--- src/rtl/rx_ring_reader.sv ---
module rx_ring_reader #(
  parameter int AW = 13,
  parameter int CW = 16,
  parameter logic [15:0] DONE_CODE = 16'h0008,
  parameter int OK_BIT = 13
) (
  input  logic          clk,
  input  logic          rst_n,
  input  logic          start,
  output logic          mem_rd,
  output logic [AW-1:0] mem_addr,
  input  logic [15:0]   mem_rdata,
  output logic          out_valid,
  input  logic          out_ready,
  output logic [15:0]   out_data,
  output logic [1:0]    out_keep,
  output logic          out_last,
  output logic [AW-1:0] head,
  output logic [AW-1:0] stop_limit,
  output logic [CW-1:0] good_cnt,
  output logic [CW-1:0] bad_cnt,
  output logic          busy
);
  localparam int MEM_BYTES = 1 << AW;
  localparam int RX_BYTES  = MEM_BYTES * 3 / 4;
  localparam logic [AW-1:0] UPPER = AW'(RX_BYTES - 2);
  localparam logic [AW-1:0] LOWER = '0;

  typedef enum logic [2:0] {S_IDLE, S_REQ, S_CAP, S_OUT, S_FIN} state_t;

  state_t        st;
  logic [AW-1:0] ptr, nxt;
  logic [1:0]    idx;
  logic          in_pay, ok_q;
  logic [15:0]   rem, word;

  function automatic logic [AW-1:0] step(input logic [AW-1:0] a);
    return (a >= UPPER) ? LOWER : a + AW'(2);
  endfunction

  assign mem_rd    = (st == S_REQ);
  assign mem_addr  = ptr;
  assign out_valid = (st == S_OUT);
  assign out_data  = word;
  assign out_keep  = (rem == 16'd1) ? 2'b01 : 2'b11;
  assign out_last  = (rem <= 16'd2);
  assign busy      = (st != S_IDLE);

  always_ff @(posedge clk) begin
    if (!rst_n) begin
      st         <= S_IDLE;
      ptr        <= LOWER;
      nxt        <= LOWER;
      idx        <= '0;
      in_pay     <= 1'b0;
      ok_q       <= 1'b0;
      rem        <= '0;
      word       <= '0;
      head       <= LOWER;
      stop_limit <= {UPPER[AW-1:8], 8'hFE};
      good_cnt   <= '0;
      bad_cnt    <= '0;
    end else begin
      case (st)
        S_IDLE: if (start) begin
          ptr    <= head;
          idx    <= '0;
          in_pay <= 1'b0;
          st     <= S_REQ;
        end
        S_REQ: st <= S_CAP;
        S_CAP: begin
          ptr <= step(ptr);
          if (in_pay) begin
            word <= mem_rdata;
            st   <= S_OUT;
          end else begin
            case (idx)
              2'd0: begin
                if (mem_rdata == DONE_CODE) begin
                  idx <= 2'd1;
                  st  <= S_REQ;
                end else st <= S_FIN;
              end
              2'd1: begin
                ok_q <= mem_rdata[OK_BIT];
                idx  <= 2'd2;
                st   <= S_REQ;
              end
              2'd2: begin
                nxt <= mem_rdata[AW-1:0];
                idx <= 2'd3;
                st  <= S_REQ;
              end
              default: begin
                rem <= mem_rdata;
                idx <= 2'd0;
                st  <= S_REQ;
                if (ok_q && mem_rdata != 16'd0) begin
                  in_pay <= 1'b1;
                end else begin
                  if (ok_q) good_cnt <= good_cnt + CW'(1);
                  else      bad_cnt  <= bad_cnt + CW'(1);
                  head <= nxt;
                  ptr  <= nxt;
                end
              end
            endcase
          end
        end
        S_OUT: if (out_ready) begin
          st <= S_REQ;
          if (out_last) begin
            good_cnt <= good_cnt + CW'(1);
            head     <= nxt;
            ptr      <= nxt;
            in_pay   <= 1'b0;
            rem      <= '0;
          end else begin
            rem <= rem - 16'd2;
          end
        end
        S_FIN: begin
          stop_limit <= (head < LOWER + AW'(2)) ? UPPER : head - AW'(2);
          st         <= S_IDLE;
        end
        default: st <= S_IDLE;
      endcase
    end
  end

  a_r6_hold_stalled: assert property (@(posedge clk) disable iff (!rst_n)
    out_valid && !out_ready |=> out_valid && $stable(out_data) && $stable(out_keep) && $stable(out_last));

  a_r10_read_addr: assert property (@(posedge clk) disable iff (!rst_n)
    mem_rd |-> !mem_addr[0] && mem_addr <= UPPER);

  a_r8_stop_at_end: assert property (@(posedge clk) disable iff (!rst_n)
    !$stable(stop_limit) |-> $fell(busy));

  a_r4_good_step: assert property (@(posedge clk) disable iff (!rst_n)
    !$stable(good_cnt) |-> good_cnt == $past(good_cnt) + CW'(1));

  a_r4_bad_step: assert property (@(posedge clk) disable iff (!rst_n)
    !$stable(bad_cnt) |-> bad_cnt == $past(bad_cnt) + CW'(1));

  a_r5_keep_legal: assert property (@(posedge clk) disable iff (!rst_n)
    out_valid && out_keep != 2'b11 |-> out_keep == 2'b01 && out_last);
endmodule

--- config.mk ---
export PLATFORM = sky130hd
export DESIGN_NAME = rx_ring_reader
export DESIGN_NICKNAME = d
export VERILOG_FILES = /design/src/rtl/rx_ring_reader.sv
export SDC_FILE = /design/constraint.sdc
export NUM_CORES = 1
export LEC_CHECK = 0
export ABC_AREA = 1
export BUFFER_PORTS_ARGS = -buffer_cell sky130_fd_sc_hd__buf_2
export CAP_MARGIN = 5
export CORE_UTILIZATION = 48
export CTS_CLUSTER_SIZE = 12
export DETAILED_ROUTE_END_ITERATION = 8
export PLACE_DENSITY = 0.72
export SLEW_MARGIN = 15
export SYNTH_ARGS = -nofsm -noshare
export SYNTH_HDL_FRONTEND = slang
export SYNTH_SLANG_ARGS = --single-unit
--- constraint.sdc ---
create_clock -name clk -period 1.65 [get_ports clk]
set_input_delay 0.165 -clock clk [delete_from_list [all_inputs] [get_ports clk]]
set_output_delay 0.165 -clock clk [all_outputs]
set_load 0.005 [all_outputs]
==> results.txt <==
- Run status: complete, but fails checks
- The final reports fail on setup timing.
* Pwr Total: roughly 9 mW
* Max Freq: 597 MHz
- Number of buffers added to fix hold violations after cts: 0
- For this block, the routed nets add up to 20.1 mm of wire.
- Measured along the y axis, the die boundary spans 121 µm.
- The smallest clock period supported by the final layout is computed as around 1.7 ns.
- The later pin in the worst-skew pair is clocked with a latency of about 0.43 ns.
- The synthesized design contains approximately 120 register bits.
- Netlist area before placement: just under 7000 µm²
- Compared with the post-synthesis result, the final layout area differs by 33.9%.
- Max-cap check violation count: 0
* Clock root buffer: clkbuf_16
* Commonest register cell after synthesis: dfxtp_1
* Standby leakage power: 4.10 nW
- Per-cell via count in the routed design: about 5.3
- # IOs: between 100 and 150
- The finished cells cover 9020 µm².
- EDFF count, synth: 0
- The worst setup path is launched from a flip-flop.
* Maximum count of clock buffers along a single path: 2
* Syn. warnings: 0
* Number of antenna violations at the first check in global routing: 0
- The H-tree was split into 4 levels.
- In the final routed layout, each cell accounts on average for ~14 µm.
- STA puts the critical path data arrival time at 1.99 ns.
- Overall die area: 14,500 µm²
* Period Utilization, post-route: 102%
- Diode count: 0
- Post-DP HPWL: 14.1 mm
* Sequential cell area fraction in the yosys report: 36.5%
* Portion of synthesized cell area occupied by the leading cell type: 36.5%
- On the final layout, the worst clock skew is 0.00744 ns.
* Post-Syn Instances: 1,021
- For this run the aggregate overflow at the end of global routing stands at 0.
- After synthesis, the cell types taking the most area are dfxtp_1 37%, nand2_1 11%, nor2_1 8.5%.
* RSZ-0062 raised after global routing: yes
- Final worst slack: -0.0261 ns
* Yosys top cell by area: dfxtp_1
* PD cells: just under 1000 nW/µm²
- The congestion estimate from routability-driven global placement came to between 0.9 and 1.
* Fraction of layout cells with a size suffix above 1: around 29%
* Starting Density: 50.1%
- For this run, asynchronously set or reset flops after synthesis account for 0%.
- Entering global routing, the biggest net connects 69 pins.
- Counting the buffers created by CTS gives 17.
- Number of failing hold endpoints at the final stage: 0
- Number of nets produced by synthesis: 1,050
* Cell types with the highest counts after synthesis: 202 x nand2_1, 152 x nor2_1, 123 x dfxtp_1, 115 x inv_1, 88 x a21oi_1
* Number of global-route vias before repair: 6,652
- Once detail routing completed, the nets flagged for antenna violations numbered 0.
- Port Buf Inserts: 111
* All-Layer GR Usage: 27.2%
* Via count: around 7.4k
- The worst hold path belongs to the class primary input to flip-flop.
- IR analysis of the VDD net gives a maximum drop of 661 µV.
- Most frequent cell after synthesis: nand2_1
- The worst setup path is captured at a flip-flop.
- TritonCTS clock tree: built
- First-iteration detailed-routing DRC count: 656
- Setup violations remaining at the end of the flow were counted as 8.
- The initialized floorplan defines 42 standard-cell rows.
- Largest driver fanout on the critical path: 13
- Count of distinct cell types in the synthesized netlist: 45
- Avg Cell Area, Syn: 6.60 µm²
- The clock drives 123 sinks.
- The floorplan step set the die width to 121 µm.
* Detailed-router iteration count before antenna repair: 5
- Pre-CTS WS: 0.00122 ns
- First-pass GRT wire length: 31.5 mm
- For this run, the post-layout net count is 1,230.
- For this run, design rule violations remaining after detail routing come to 0.
- Number of max-slew violations in the final report: 0
* Worst-path clk slew: 0.06 ns
- Final core area utilization: 67.1%
- Crit path kind: flip-flop to flip-flop
* Data required time at the worst endpoint: 1.96 ns
* Post-place instance area: 8000 µm²
* Core outline area: between 10,000 and 15,000 µm²
- For flop-to-flop paths, the worst setup slack is -0.03 ns.
power breakdown:
group | internal (mW) | switching, mW
combinational | 0.742 | 0.995
clock | 2.48 | 1.38
sequential | 3.09 | 0.130
final timing paths:
check        cells after the start       endpoint     startpoint
min                              3   out_data[15]  mem_rdata[15]
max reg2reg                     10    mem_addr[3]         rem[6]
max                             10    mem_addr[3]         rem[6]
min reg2reg                      2  stop_limit[0]  stop_limit[0]
metal layers:
| layer | up-vias | track usage [%] | wire [µm] |
|---|---|---|---|
| li1 | 3699 | - | - |
| met1 | 3379 | 35.6 | 8960 |
| met2 | 257 | 44.2 | 9430 |
| met4 | 0 | 10.9 | 419 |
| met3 | 39 | 5.09 | 1300 |
| met5 | - | 0 | 0 |
per-stage QoR:
stage / std cells / TNS [ns] / hold WS (ns)
floorplan: 1021 / 0 / 0.300
global placement: 1346 / 0 / 0.436
detailed placement: 1346 / 0 / 0.454
CTS: 1379 / -0.00787 / 0.00545
global route: 1390 / -2.61 / 0.0255
finish: 1390 / -0.0639 / 0.0155
flip-flops by register name, indices dropped and copies added, names as in the netlist, 3 cells and up:
name,cells
bad_cnt,16
good_cnt,16
out_data,16
rem,16
head,13
mem_addr,13
nxt,13
stop_limit,13
st,3
critical path, cell delays in order, from the launching register on:
cell and delay, ns:
dfxtp_2 0.32, nor2_2 0.13, nand2_2 0.09, nor2_4 0.12, nand3_4 0.10, buf_12 0.15, nand2_8 0.10, nand4_4 0.13
clkbuf_16 0.21, nor2_1 0.14, a21oi_2 0.07
final cells by class:
cell class / count / area (µm²)
fill: 1192 / 4430
multi-input combinational: 733 / 3850
sequential: 123 / 2480
timing repair buffer: 200 / 1370
inverter: 125 / 483
clock buffer: 21 / 470
tap: 176 / 220
clock inverter: 11 / 143
timing repair inverter: 1 / 5.00
cells by family after synthesis:
| group | after synthesis | synth area share [%] |
|---|---|---|
| buffers and inverters | 165 | 9.98 |
| adders and majority gates | 9 | 1.67 |
| and+or+nand+nor | 500 | 33.1 |
| other | 1 | 0.0556 |
| xor gates and xnor gates | 20 | 2.60 |
| AOI/OAI and AO/OA | 203 | 16.1 |
| DFF | 123 | 36.5 |
cells in the final DEF, fill, tap and decap left out, types with 9 or more instances in the layout:
master     netlist  routed
o21ai_1         10      12
nand3_1         66      58
buf_4            1      77
nor2_1         152     136
nand4_1         31      31
nand2_2          2       9
o22ai_1         16      16
inv_2            7      12
a21oi_2          1       9
o21ai_0         78      69
a21oi_1         88      80
dfxtp_1        123     110
nand2_1        202     194
nor3_1          13      10
dfxtp_2          0      13
buf_2           15     110
xor2_1          17      17
clkbuf_16        0      19
nor2_2          13      26
inv_1          115     108
timing repair:
item | CTS | global route
pin swaps | 2 | 12
cloned | 0 | 3
setup buffers | 1 | 8
resized for setup | 3 | 91
endpoints found under the setup margin | 5 | 91
(Power assumes the default switching activity.)
